## config.mk

```make
export PLATFORM = sky130hd
export DESIGN_NAME = mdm_ctl_top
export DESIGN_NICKNAME = d
export VERILOG_FILES = /design/src/rtl/mdm_pkg.sv /design/src/rtl/mdm_ctrl_reg.sv /design/src/rtl/mdm_status_map.sv /design/src/rtl/mdm_delta_track.sv /design/src/rtl/mdm_ctl_top.sv
export SDC_FILE = /design/constraint.sdc
export NUM_CORES = 1
export LEC_CHECK = 0
export BUFFER_PORTS_ARGS = -buffer_cell sky130_fd_sc_hd__buf_2
export CAP_MARGIN = 20
export CORE_AREA = 2 2 39 41
export CTS_CLUSTER_DIAMETER = 200
export DETAILED_ROUTE_END_ITERATION = 16
export DIE_AREA = 0 0 41 43
export GPL_TIMING_DRIVEN = 0
export MAX_ROUTING_LAYER = met4
export PLACE_DENSITY = 0.79
export RECOVER_POWER = 50
export SYNTH_ARGS = -nofsm -noshare
export SYNTH_HDL_FRONTEND = slang
export SYNTH_SLANG_ARGS = --single-unit
```

## constraint.sdc

```tcl
create_clock -name clk -period 1.1 [get_ports clk]
set_input_delay 0.055 -clock clk [delete_from_list [all_inputs] [get_ports clk]]
set_output_delay 0.055 -clock clk [all_outputs]
set_load 0.05 [all_outputs]
```

## src/rtl/mdm_pkg.sv

```systemverilog
// Package: shared constants for the modem control/status block.
// Line vector order is {DCD, RI, DSR, CTS}, which matches the status
// byte layout: state in bits 7:4 and deltas in bits 3:0.
package mdm_pkg;
    localparam int NLINES   = 4;
    localparam int KEEP_W   = 5;
    localparam int LOOP_BIT = 4;
    localparam int LN_CTS   = 0;
    localparam int LN_DSR   = 1;
    localparam int LN_RI    = 2;
    localparam int LN_DCD   = 3;
    // Control bit that feeds each line in loopback, indexed by line.
    localparam int LOOP_SRC [NLINES] = '{1, 0, 2, 3};
    // Line levels used when loopback is off.
    localparam logic [NLINES-1:0] FIXED_LEVEL = 4'b1010;
    // Lines whose delta fires only on a 1-to-0 transition.
    localparam logic [NLINES-1:0] FALL_ONLY   = 4'b0100;
    typedef logic [NLINES-1:0] line_vec_t;
endpackage

```

## src/rtl/mdm_ctrl_reg.sv

```systemverilog
// Module: mdm_ctrl_reg
// Holds the writable low bits of the control byte.
// Assumes: wr_en is a single-cycle strobe from the host decode.
module mdm_ctrl_reg
    import mdm_pkg::*;
#(
    parameter int DATA_W = 8
) (
    input  logic              clk,
    input  logic              rst_n,
    input  logic              wr_en,
    input  logic [KEEP_W-1:0] wr_bits,
    output logic [KEEP_W-1:0] ctrl
);
    // Capture the kept bits on a write; clear them on reset.
    always_ff @(posedge clk) begin
        if (!rst_n)
            ctrl <= '0;
        else if (wr_en)
            ctrl <= wr_bits;
    end

    // every write lands in the register one edge later.
    p_capture_r1: assert property (@(posedge clk) disable iff (!rst_n)
        wr_en |=> ctrl == $past(wr_bits));
    // without a write the register holds its value.
    p_hold_r1: assert property (@(posedge clk) disable iff (!rst_n)
        !wr_en |=> $stable(ctrl));
endmodule

```

## src/rtl/mdm_status_map.sv

```systemverilog
// Module: mdm_status_map
// Maps a control value to the four modem input lines. In loopback,
// each line follows its source control bit; otherwise fixed levels.
// Assumes: purely combinational; used for current and proposed values.
module mdm_status_map
    import mdm_pkg::*;
(
    input  logic [KEEP_W-1:0] ctrl,
    output line_vec_t         lines
);
    // One selector per line: looped-back bit or fixed level.
    for (genvar i = 0; i < NLINES; i++) begin : g_line
        assign lines[i] = ctrl[LOOP_BIT] ? ctrl[LOOP_SRC[i]] : FIXED_LEVEL[i];
    end
endmodule

```

## src/rtl/mdm_delta_track.sv

```systemverilog
// Module: mdm_delta_track
// Per-line sticky change flags. On an update, the old and new line
// values are compared: a change on most lines, or a falling edge on
// FALL_ONLY lines. A clear wipes the flags, but hits from an update
// in the same cycle are kept.
// Assumes: upd and clr are single-cycle strobes.
module mdm_delta_track
    import mdm_pkg::*;
(
    input  logic      clk,
    input  logic      rst_n,
    input  logic      upd,
    input  logic      clr,
    input  line_vec_t cur_lines,
    input  line_vec_t nxt_lines,
    output line_vec_t delta
);
    for (genvar i = 0; i < NLINES; i++) begin : g_dlt
        logic hit;
        // Pick the edge rule for this line.
        if (FALL_ONLY[i]) begin : g_fall
            assign hit = cur_lines[i] & ~nxt_lines[i];
        end else begin : g_any
            assign hit = cur_lines[i] ^ nxt_lines[i];
        end

        // Sticky flag: cleared by a read, set by a qualifying update.
        always_ff @(posedge clk) begin
            if (!rst_n)
                delta[i] <= 1'b0;
            else if (upd || clr)
                delta[i] <= (delta[i] & ~clr) | (hit & upd);
        end

        if (FALL_ONLY[i]) begin : g_chk_fall
            // a rising or steady ring line after a read leaves no flag.
            p_no_rise_r5: assert property (@(posedge clk) disable iff (!rst_n)
                (upd && clr && !(cur_lines[i] && !nxt_lines[i])) |=> !delta[i]);
        end else begin : g_chk_any
            // a changed line always raises its flag.
            p_change_sets_r4: assert property (@(posedge clk) disable iff (!rst_n)
                (upd && (cur_lines[i] != nxt_lines[i])) |=> delta[i]);
        end
    end

    // without a read, no flag that was set ever drops.
    p_accumulate_r6: assert property (@(posedge clk) disable iff (!rst_n)
        !clr |=> ((delta & $past(delta)) == $past(delta)));
    // a read with no write empties every flag.
    p_read_clears_r7: assert property (@(posedge clk) disable iff (!rst_n)
        (clr && !upd) |=> delta == '0);
endmodule

```

## src/rtl/mdm_ctl_top.sv

```systemverilog
// Module: mdm_ctl_top
// Modem control/status register pair with loopback routing.
// Status byte = {lines[3:0], deltas[3:0]}. A read returns the byte in
// the strobe cycle, and the deltas clear at the following edge.
// Assumes: DATA_W >= 8; strobes are single-cycle, synchronous to clk.
module mdm_ctl_top
    import mdm_pkg::*;
#(
    parameter int DATA_W = 8
) (
    input  logic              clk,
    input  logic              rst_n,
    input  logic              mcr_wr,
    input  logic [DATA_W-1:0] wr_data,
    input  logic              msr_rd,
    output logic [DATA_W-1:0] mcr_q,
    output logic [DATA_W-1:0] msr_q,
    output logic              loopback,
    output logic              any_delta
);
    localparam int HI_W = DATA_W - KEEP_W;

    logic [KEEP_W-1:0] ctrl;
    line_vec_t         cur_lines;
    line_vec_t         nxt_lines;
    line_vec_t         delta;
    logic              unused_hi;

    // Upper write bits are discarded by design.
    assign unused_hi = ^wr_data[DATA_W-1:KEEP_W];

    // Control register.
    mdm_ctrl_reg #(.DATA_W(DATA_W)) u_ctrl (
        .clk     (clk),
        .rst_n   (rst_n),
        .wr_en   (mcr_wr),
        .wr_bits (wr_data[KEEP_W-1:0]),
        .ctrl    (ctrl)
    );

    // Lines from the held control value.
    mdm_status_map u_map_cur (
        .ctrl  (ctrl),
        .lines (cur_lines)
    );

    // Lines the pending write would produce.
    mdm_status_map u_map_nxt (
        .ctrl  (wr_data[KEEP_W-1:0]),
        .lines (nxt_lines)
    );

    // Change flags.
    mdm_delta_track u_dlt (
        .clk       (clk),
        .rst_n     (rst_n),
        .upd       (mcr_wr),
        .clr       (msr_rd),
        .cur_lines (cur_lines),
        .nxt_lines (nxt_lines),
        .delta     (delta)
    );

    // Output assembly.
    assign mcr_q     = {{HI_W{1'b0}}, ctrl};
    assign msr_q     = {{(DATA_W-2*NLINES){1'b0}}, cur_lines, delta};
    assign loopback  = ctrl[LOOP_BIT];
    assign any_delta = |delta;

    // outside loopback the status lines sit at their fixed levels.
    p_fixed_lines_r3: assert property (@(posedge clk) disable iff (!rst_n)
        !mcr_q[LOOP_BIT] |-> msr_q[7:4] == 4'b1010);
    // the top bits of the control byte are never seen set.
    p_hi_zero_r1: assert property (@(posedge clk) disable iff (!rst_n)
        mcr_wr |=> mcr_q[DATA_W-1:KEEP_W] == '0);
endmodule

```

---- Word-level counts from Yosys, hierarchy flattened ----
Cells that the tools add are included.
storage, ports and cells
  register bits after elaboration ......... 9
  bits of input ports ..................... 12
  output and inout bits ................... 18
  word-level logic and storage cells ...... 33
cells by class
  multiplexer cells ....................... 8
  bitwise gates (word level) .............. 18
  reduce and logical (&&, ||, !) cells .... 2
operators with widths
  kind                number
  AND 1 bit           9
  two-way mux 1 bit   8
  bitwise OR 1 bit    4
  OR reduction 4 bit  1
  bitwise XOR 1 bit   3
  NOT 1 bit           2
  logical OR 1 bit    1

---- Depth between registers and ports, before layout ----
Gate-level depths: netlist of run 1.
  word-level depth ........................ 5
  depth in mapped cells ................... 3
  depth with buffers taken out ............ 3

---- Hierarchy ----
Synthesis of run 1 repeated with hierarchy kept, for this count alone.
unflattened totals
  cells, all modules ...................... 47
  area, all modules ....................... 459.2 µm²
by module, submodules not included
  module           instances  cells each  area an instance (µm²)  seq. area each (µm²)
  mdm_ctrl_reg     1          16          192.7                   100.1
  mdm_delta_track  1          17          175.2                   80.1
  mdm_status_map   2          4           25.0                    0.0
  mdm_ctl_top      1          6           41.3                    0.0

---- Worst setup path before layout of run 1 ----
Ideal clock, no wire load.
  path kind ............................... register -> register
  from .................................... reg u_ctrl.ctrl[4]
  to ...................................... reg u_dlt.delta[1]
  setup time .............................. 115 ps
  arrival ................................. 1,473 ps
  required time ........................... 985 ps
  slack ................................... -488 ps
  cell stages (with the launch flop) ...... 4
  path buffers ............................ 0
  clock period less this slack ............ 1,588 ps
  path through ............................ dfxtp_1 -> nand2b_2 -> xnor2_1 -> a31o_1
on the way
  cells in the longest elaborated chain, start to end .. 4
ends and longest elaborated chain
  element                          RTL line               RTL
  from (decl)                      mdm_ctrl_reg.sv:13     output logic [KEEP_W-1:0] ctrl
  from (signal assigned)           mdm_ctrl_reg.sv:20     ctrl <= wr_bits;
  two-way mux 1 bit                mdm_status_map.sv:13   assign lines[i] = ctrl[LOOP_BIT] ? ctrl[LOOP_SRC[i]] : FIXED_LEVEL[i];
  named net msr_q[5]               mdm_ctl_top.sv:17      output logic [DATA_W-1:0] msr_q,
  bitwise XOR 1 bit                mdm_delta_track.sv:24  assign hit = cur_lines[i] ^ nxt_lines[i];
  AND 1 bit                        mdm_delta_track.sv:32  delta[i] <= (delta[i] & ~clr) | (hit & upd);
  bitwise OR 1 bit                 mdm_delta_track.sv:32
  to (signal, indexed assignment)  mdm_delta_track.sv:32
  to (decl)                        mdm_delta_track.sv:16  output line_vec_t delta
The timed path passes the listed nets, and every way through them passes these cells.
A chain may end at the register's enable or synchronous reset.

---- Worst setup path in the final report of run 1 ----
  from .................................... reg u_dlt.delta[3]
  to ...................................... out any_delta
on the way
  cells in the longest elaborated chain, start to end .. 1
ends and longest elaborated chain
  element             RTL line           RTL
  OR reduction 4 bit  mdm_ctl_top.sv:68  assign any_delta = |delta;
  to (decl)           mdm_ctl_top.sv:19  output logic any_delta
No other way between the ends.

==> results of run 1 <==
[area by class of cell]
type	count	area (um2)	share of cell area, %
Clock buffer	4	26.3	3.95
Sequential cell	9	186	28.1
Buffer	6	38.8	5.84
Timing Repair Buffer	23	135	20.3
Tap cell	16	20.0	3.01
Multi-Input combinational cell	35	258	38.8
[flip-flops by register name, indices dropped and copies added (netlist names)]
signal	cells
u_dlt.delta	4
u_ctrl.ctrl	5
[layer usage]
metal  up-vias  GRT usage (%)  routed length (um)
li1        210              -                   -
met3         0           9.42                 114
met4         0           2.00                   0
met1       186           8.79                 341
met5         -              -                   0
met2        15           22.5                 505
[report_power, final]
| part | total (mW) | switching (mW) | internal (mW) |
|---|---|---|---|
| clock | 0.251 | 0.111 | 0.140 |
| combinational | 0.278 | 0.182 | 0.0965 |
| sequential | 0.358 | 0.0149 | 0.343 |
| total | 0.887 | 0.308 | 0.579 |
[Yosys cell counts (all sizes together)]
cell type	instances
dfxtp	9
buf	5
mux2i	5
nor2b	5
nand2	3
nand2b	3
a31o	2
and2	2
and2b	2
and3b	2
xnor2	2
a21boi	1
clkbuf	1
conb	1
nand3	1
nand3b	1
o21ai	1
or4	1
xor2	1
[timing repair]
action,CTS,global route
buffers inserted,1,0
endpoints found under the hold margin,0,0
resized for setup,5,1
pin swaps,1,0
endpoints found under the setup margin,3,2
[cell families (layout without fill, tap and decap cells)]
group | after synthesis | count (layout)
simple gates | 20 | 20
flops | 9 | 9
xor+xnor | 3 | 3
other cells | 1 | 3
mux | 5 | 5
compound gates | 4 | 4
buf+inv | 6 | 33
[worst max-delay path: stages, from the launching register on]
cell and delay (ns):
dfxtp_2 0.32, or4_4 0.53, buf_8 0.17
[layout by cell type, fill, tap and decap left out]
master	count
buf_2	17
and3b_1	2
nor2b_1	5
or4_4	1
clkbuf_4	4
a31o_1	2
buf_4	7
nand2b_1	1
dfxtp_1	6
clkbuf_2	2
conb_1	3
dfxtp_2	2
xnor2_1	2
nand2b_2	2
mux2i_1	5
clkbuf_1	2
nand3b_1	1
o21ai_1	1
dfxtp_4	1
and2b_1	2
xor2_1	1
nand3_1	1
and2_4	2
a21boi_1	1
buf_8	1
nand2_1	3
[worst paths after layout]
check	startpoint	endpoint	slack (ns)	depth (start not counted)
hold reg to reg	u_dlt.delta[2]$_SDFFE_PN0P_	u_dlt.delta[2]$_SDFFE_PN0P_	0.48	2
hold / removal	wr_data[0]	u_ctrl.ctrl[0]$_SDFFE_PN0P_	0.07	3
setup reg to reg	u_ctrl.ctrl[4]$_SDFFE_PN0P_	u_dlt.delta[1]$_SDFFE_PN0P_	0.08	3
setup / recovery	u_dlt.delta[3]$_SDFFE_PN0P_	any_delta	-0.24	2
==> flow_summary.ini, run 1 <==
[logic_synthesis]
yosysSeqAreaShare_pct = 38.9
yosysTopAreaCell = dfxtp_1
synthMuxAreaShare_pct = 10.8
syn_inst = 48
synth_top_family_by_area = simple AND/OR/NAND/NOR gates
synth_cell_types = 22
yosys_warnings = 0
post-synth-top-area-fraction_pct = 38.9
synthAdderAreaFrac_pct = 0
synth_seq_cells = 9
synth_compound_area_share_pct = 6.49
syn_avg_cell_area_um2 = 9.64
netlist_top_cells_area = dfxtp_1 (39%), mux2i_1 (11%), nor2b_1 (6.8%)
synth_xor_area_share_pct = 5.68
synthesis.area_um2 = 463
yosys.area_share.simple_pct = 28.9

[worst_setup_path]
crit_path_end_kind = primary output
critPathRequiredTime_ns = 1.04
critPathKind = register to primary output
start_kind = register
crit_fanout = 2
cp.arrival_ns = 1.28

[cts]
holdBufCountCts = 0
clk_pin_slew_ns = 0.06
insertion_delay_ns = 0.26
htree_num_levels = 1
cts_tree = built
clock_path_buffers = 2
cts-root-buf = clkbuf_4
cts.sinks = 9
cts_buffers = 3

[finish]
final_area_um2 = 664
num_antenna_cells = 0
finish.utilization_pct = 48.0
area_growth_pct = 43.5
fin_cells = 93
nets = 90
layout-drive-gt1-share_pct = 50.6
nFillCells = 135

[timing]
hold_viol_final = 0
fin_crit_sh_pct = 121
rsz0062_at_grt = true
timing.fmax_mhz = 749
worst_slack_ns = -0.236
finalMaxSlewViolations = 0
setup-violations-final = 7
whs_ns = 0.0731
setup_tns_ns = -0.555
finalClockSkew_ns = 0.00599
fin_crit_ns = 1.34

[floorplanning]
rows = 14
initial_core_util_pct = 33.5
die_w_um = 41
coreArea_mm2 = 0.00138
die-height_um = 43
die-area_mm2 = 0.00176
ios = 30

[power]
powerDensity_mw_per_mm2 = 1330
power_uw = 887
peakVddDrop_mv = 0.615
power.static_leakage_nw = 0.342

[route]
routed_wl_um = 962
drt_iter0_drc = 3
dr.pass1.iters = 4
ant_nets = 0
routed_via_density = 4.42
wire_per_inst_um = 10.3
route.detailed.drc = 0
vias = 411

[grt]
track_usage_pct = 12.4
grt_antenna_before_repair = 0
grt_overflow_total = 0
grt_pass1_wl_um = 1390
grt_max_degree = 11
grt_pass1_vias = 381

[placement]
dp_cells = 88
gp_congestion = 0.716
dpl_cell_area_um2 = 639
io_buffers = 22
place_ws_ns = -0.0143

[outcome]
status = complete, but fails checks
violations = negative setup slack

[run]
drv_cap = 0

[min_path]
hold_class = input port to register
No activity file was read; power rests on OpenSTA's default activity.
==> inputs of run 2 (changes only) <==
--- a/config.mk
+++ b/config.mk
@@ -17,4 +17,5 @@
 export RECOVER_POWER = 50
 export SYNTH_ARGS = -nofsm -noshare
 export SYNTH_HDL_FRONTEND = slang
+export SYNTH_HIERARCHICAL = 1
 export SYNTH_SLANG_ARGS = --single-unit
==> run 2 against run 1 <==
  * Die area is the same
  * The run still ends with negative setup slack left
  * Largest cell class unchanged
  * Total power shrank 0.64%
  * Clock skew shrank 0.0052 ns
  * Critical endpoint unchanged
  * Sequential share of layout area grew 0.30 points
  * Flip-flop and latch count is the same
  * Critical path type unchanged
  * Non-clock buffer count shrank 1
==> flow_summary.ini, run 2 <==
[outcome]
status = complete, but fails checks
violations = negative setup slack

[cts]
insertion_delay_ns = 0.25
clk_pin_slew_ns = 0.06
holdBufCountCts = 0
clock_path_buffers = 2
htree_num_levels = 1
cts-root-buf = clkbuf_4
cts.sinks = 9
cts_tree = built
cts_buffers = 3

[logic_synthesis]
synth_cell_types = 14
syn_avg_cell_area_um2 = 9.77
syn_inst = 47
synthesis.area_um2 = 459
post-synth-top-area-fraction_pct = 39.2
synthMuxAreaShare_pct = 10.9
yosysTopAreaCell = dfxtp_1
yosys-top-cells-count = dfxtp_1 (9), mux2i_1 (5), nand2b_1 (5), nor2b_1 (5)
yosysSeqAreaShare_pct = 39.2
ys_async_sr_fraction_pct = 0
synth_seq_cells = 9
synth_compound_area_share_pct = 5.72
netlist_top_cells_area = dfxtp_1 (39%), mux2i_1 (11%), nand2b_1 (6.8%)
synth_most_common_cell = dfxtp_1
synth_edf_count = 0
yosys_warnings = 6
synth_xor_area_share_pct = 5.72
synth_ff_type = dfxtp_1
synthAdderAreaFrac_pct = 0
yosys.area_share.simple_pct = 28.6
synth_top_family_by_area = simple AND/OR/NAND/NOR gates

[power]
seqPwrFrac_pct = 40.5
p_int_uw = 578
peakVddDrop_mv = 0.717
combPwrFrac_pct = 31.4
clkPwrFrac_pct = 28.0
p_switching_uw = 303
power_uw = 881
powerDensity_mw_per_mm2 = 1330
power.static_leakage_nw = 0.315
swShare_pct = 34.4

[floorplanning]
die-height_um = 43
die_w_um = 41
die-area_mm2 = 0.00176
ios = 30
initial_core_util_pct = 33.2
coreArea_mm2 = 0.00138
rows = 14

[finish]
final_common_cell = buf_2
area_growth_pct = 44.1
layout-drive-gt1-share_pct = 52.6
nets = 89
top_register = u_ctrl/ctrl
largest_register_ff_count = 5
num_antenna_cells = 0
layout_common_cells = buf_2 (17), buf_4 (6), mux2i_1 (5), nor2b_1 (5), dfxtp_1 (5)
reg.largest.list = u_ctrl/ctrl (5), u_dlt/delta (4)

[grt]
track_usage_pct = 12.9
grt_pass1_vias = 379
grt_antenna_before_repair = 0
grt_overflow_total = 0
grt_pass1_wl_um = 1490
grt_max_degree = 11

[worst_setup_path]
critPathKind = register to primary output
worstPathCellList = or4_4 > buf_8
critPathSlowestCell = or4_4
crit_fanout = 3
start_kind = register
slowest_delay_ns = 0.53
cp.arrival_ns = 1.27
critPathRequiredTime_ns = 1.04
crit_path_end_kind = primary output

[timing]
timing.fmax_mhz = 754
worst_slack_ns = -0.226
finalClockSkew_ns = 0.000828
fin_crit_ns = 1.33
setup-violations-final = 5
fin_crit_sh_pct = 121
whs_ns = 0.0798
hold_viol_final = 0
finalMaxSlewViolations = 0
rsz0062_at_grt = true

[route]
ant_nets = 0
routed_wl_um = 919
vias = 406
drt_iter0_drc = 2
wire_per_inst_um = 9.99
routed_via_density = 4.41
route.detailed.drc = 0
dr.pass1.iters = 2

[min_path]
hold_class = input port to register

[placement]
dp_hpwl_um = 717
gp_congestion = 0.694
io_buffers = 23

[run]
drv_cap = 0
run 2: cell types whose count changed after synthesis, sizes merged, moves of 2 or more:
cell,previous run,this run
nand3b,1,4
a31o,2,0
and2,2,4
and2b,2,0
and3b,2,0
nand2,3,1
nand2b,3,5
o21ai,1,3
run 2: per-layer routing:
metal  share of wire [%]  vias up  global-route usage (%)
met5                   0        -                       -
met4                 1.1        0                    8.00
met3                 7.3        2                    4.71
met2                  49       13                    20.9
met1                  43      187                    12.0
li1                    -      204                       -
run 2: critical path: cells and delay by family, from the launching register on:
family | cells | cell delay, ns
flip-flops | 1 | 0.32
AND/OR/NAND/NOR | 1 | 0.53
buffers and inverters | 1 | 0.17
run 2: cells by family (layout without fill, tap and decap cells):
group | after synthesis | after routing
simple gates | 20 | 20
flops | 9 | 9
mux | 5 | 5
buf+inv | 5 | 32
compound gates | 4 | 4
xor+xnor | 3 | 3
other cells | 1 | 3
run 2: cell type report:
| class | count | area, um2 |
|---|---|---|
| Fill cell | 148 | 722 |
| Clock buffer | 4 | 26.3 |
| Tap cell | 16 | 20.0 |
| Buffer | 5 | 41.3 |
| Sequential cell | 9 | 188 |
| Timing Repair Buffer | 23 | 133 |
| Multi-Input combinational cell | 35 | 254 |
run 2: repair_timing:
item                                   in CTS  in global routing
pin swaps                                   1                  0
resized for setup                           5                  1
buffers inserted                            0                  0
setup endpoints to repair                   3                  2
endpoints found under the hold margin       0                  0
run 2: path summary, 6_finish.rpt:
path                               start                     endpoint  slack, ns  cells past startpoint
min reg2reg  u_dlt/delta[0]$_SDFFE_PN0P_  u_dlt/delta[0]$_SDFFE_PN0P_       0.48                      2
min                           wr_data[1]  u_ctrl/ctrl[1]$_SDFFE_PN0P_       0.08                      3
max          u_dlt/delta[1]$_SDFFE_PN0P_                    any_delta      -0.23                      2
max reg2reg  u_ctrl/ctrl[4]$_SDFFE_PN0P_  u_dlt/delta[0]$_SDFFE_PN0P_       0.07                      3
run 2: power by group through the flow:
stage	sequential (mW)	combinational (mW)	clock [mW]
after floorplan	0.426	0.146	0
after global placement	0.365	0.263	0
after detailed placement	0.366	0.265	0
after CTS	0.358	0.279	0.260
after global routing	0.360	0.294	0.275
final	0.357	0.277	0.247
run 2: per-stage QoR:
step	area [um2]	setup TNS (ns)	worst slack [ns]	std cells	utilization, %
final	662	-0.467	-0.226	92	47.8
after global placement	632	-0.00581	-0.00581	88	45.7
after detailed placement	632	-0.00931	-0.00931	88	45.7
after global routing	662	-0.949	-0.262	92	47.8
after CTS	673	-0.235	-0.235	92	48.6
after floorplan	497	-0.140	-0.0700	49	-
==> inputs of run 3 (changes only) <==
--- a/config.mk
+++ b/config.mk
@@ -14,7 +14,7 @@
 export GPL_TIMING_DRIVEN = 0
 export MAX_ROUTING_LAYER = met4
 export PLACE_DENSITY = 0.79
-export RECOVER_POWER = 50
+export RECOVER_POWER = 100
 export SYNTH_ARGS = -nofsm -noshare
 export SYNTH_HDL_FRONTEND = slang
 export SYNTH_HIERARCHICAL = 1
==> run 3 against run 2 <==
  * The flow still finishes with violations (negative setup slack)
  * Global-route usage stayed put
  * Flip-flop and latch count stayed put
  * Maximum frequency hardly changed
  * Clock power hardly changed
  * Sequential power hardly changed
  * Via count is 0.25% lower
  * Highest routed layer unchanged
==> flow_summary.ini, run 3 (same netlist as run 2, synthesis figures left out) <==
[worst_setup_path]
crit_path_end_kind = primary output
critPathKind = register to primary output
critPathRequiredTime_ns = 1.04
crit_fanout = 3
cp.arrival_ns = 1.27
start_kind = register

[finish]
seqCellArea_um2 = 188
final_common_cell = buf_2
area_growth_pct = 44.1
layout-drive-gt1-share_pct = 52.6
reg.largest.list = u_ctrl/ctrl (5), u_dlt/delta (4)
largest_register_ff_count = 5
multiInputGateArea_um2 = 254
layout_common_cells = buf_2 (12), clkbuf_2 (7), buf_4 (6)
num_antenna_cells = 0
top_register = u_ctrl/ctrl
nFillCells = 148
nets = 89

[cts]
cts-root-buf = clkbuf_4
htree_num_levels = 1
cts.sinks = 9
cts_tree = built
clock_path_buffers = 2
insertion_delay_ns = 0.25
cts_buffers = 3
holdBufCountCts = 0
cts_setup_buffers = 0
clk_pin_slew_ns = 0.06

[grt]
grt_antenna_before_repair = 0
grt_pass1_vias = 379
grt_pass1_wl_um = 1490
grt_overflow_total = 0
track_usage_pct = 12.9
grt_max_degree = 11

[power]
powerDensity_mw_per_mm2 = 1330
peakVddDrop_mv = 0.717
power.static_leakage_nw = 0.311
power_uw = 881

[timing]
fin_crit_sh_pct = 121
setup_tns_ns = -0.467
rsz0062_at_grt = true
setup-violations-final = 5
timing.fmax_mhz = 754
worst_slack_ns = -0.226
hold_viol_final = 0
finalMaxSlewViolations = 0
finalClockSkew_ns = 0.00101
fin_crit_ns = 1.33

[outcome]
violations = negative setup slack
status = complete, but fails checks

[placement]
gp_congestion = 0.694
dp_hpwl_um = 717
io_buffers = 23
place_ws_ns = -0.00931

[route]
routed_via_density = 4.40
ant_nets = 0
dr.pass1.iters = 2
wire_per_inst_um = 10.1
route.detailed.drc = 0
drt_iter0_drc = 2
routed_wl_um = 925
vias = 405

[floorplanning]
die_w_um = 41
ios = 30
die-area_mm2 = 0.00176
rows = 14
die-height_um = 43
coreArea_mm2 = 0.00138
initial_core_util_pct = 33.2

[min_path]
hold_class = input port to register

[run]
drv_cap = 0
run 3: changes by cell type in the layout (fill, tap and decap cells not counted), sizes merged:
cell,before,now
buf,25,20
clkbuf,7,12
run 3: timing repair:
item / in CTS / in global routing
resized for setup: 5 / 1
setup endpoints to repair: 3 / 2
endpoints found under the hold margin: 0 / 0
cloned: 0 / 0
pin swaps: 1 / 0
run 3: cell type report:
type,instances,area share [%]
sequential,9,28.4
multi-input combinational,35,38.4
timing repair buffer,23,20.0
buffer,5,6.24
tap,16,3.02
clock buffer,4,3.97
run 3: per-stage QoR:
stage / hold slack [ns] / cell area (um2) / utilization [%] / instances
3_5_place_dp: 0.338 / 632 / 45.7 / 88
5_1_grt: 0.0797 / 662 / 47.8 / 92
6_report: 0.0799 / 662 / 47.8 / 92
3_3_place_gp: 0.329 / 632 / 45.7 / 88
4_1_cts: 0.0750 / 673 / 48.6 / 92
2_1_floorplan: 0.182 / 497 / - / 49
run 3: worst paths after layout:
path | depth (start not counted) | endpoint | startpoint | slack, ns
max | 2 | any_delta | u_dlt/delta[1]$_SDFFE_PN0P_ | -0.23
min | 3 | u_ctrl/ctrl[1]$_SDFFE_PN0P_ | wr_data[1] | 0.08
max reg2reg | 3 | u_dlt/delta[0]$_SDFFE_PN0P_ | u_ctrl/ctrl[4]$_SDFFE_PN0P_ | 0.07
min reg2reg | 2 | u_dlt/delta[0]$_SDFFE_PN0P_ | u_dlt/delta[0]$_SDFFE_PN0P_ | 0.49
run 3: metal layers:
layer | GRT usage (%) | share of wire (%) | vias to the layer above
li1 | - | - | 204
met1 | 12.0 | 43 | 186
met2 | 20.9 | 48 | 13
met3 | 4.71 | 7.0 | 2
met4 | 8.00 | 1.1 | 0
met5 | - | 0 | -
run 3: worst max-delay path: stages, from the launching register on:
cell	delay (ns)
dfxtp_2	0.32
or4_4	0.53
buf_8	0.17
run 3: power by group:
group          internal (mW)  switching [mW]  leakage (nW)
sequential             0.343          0.0149        0.0760
clock                  0.139           0.107        0.0150
combinational         0.0958           0.181         0.221
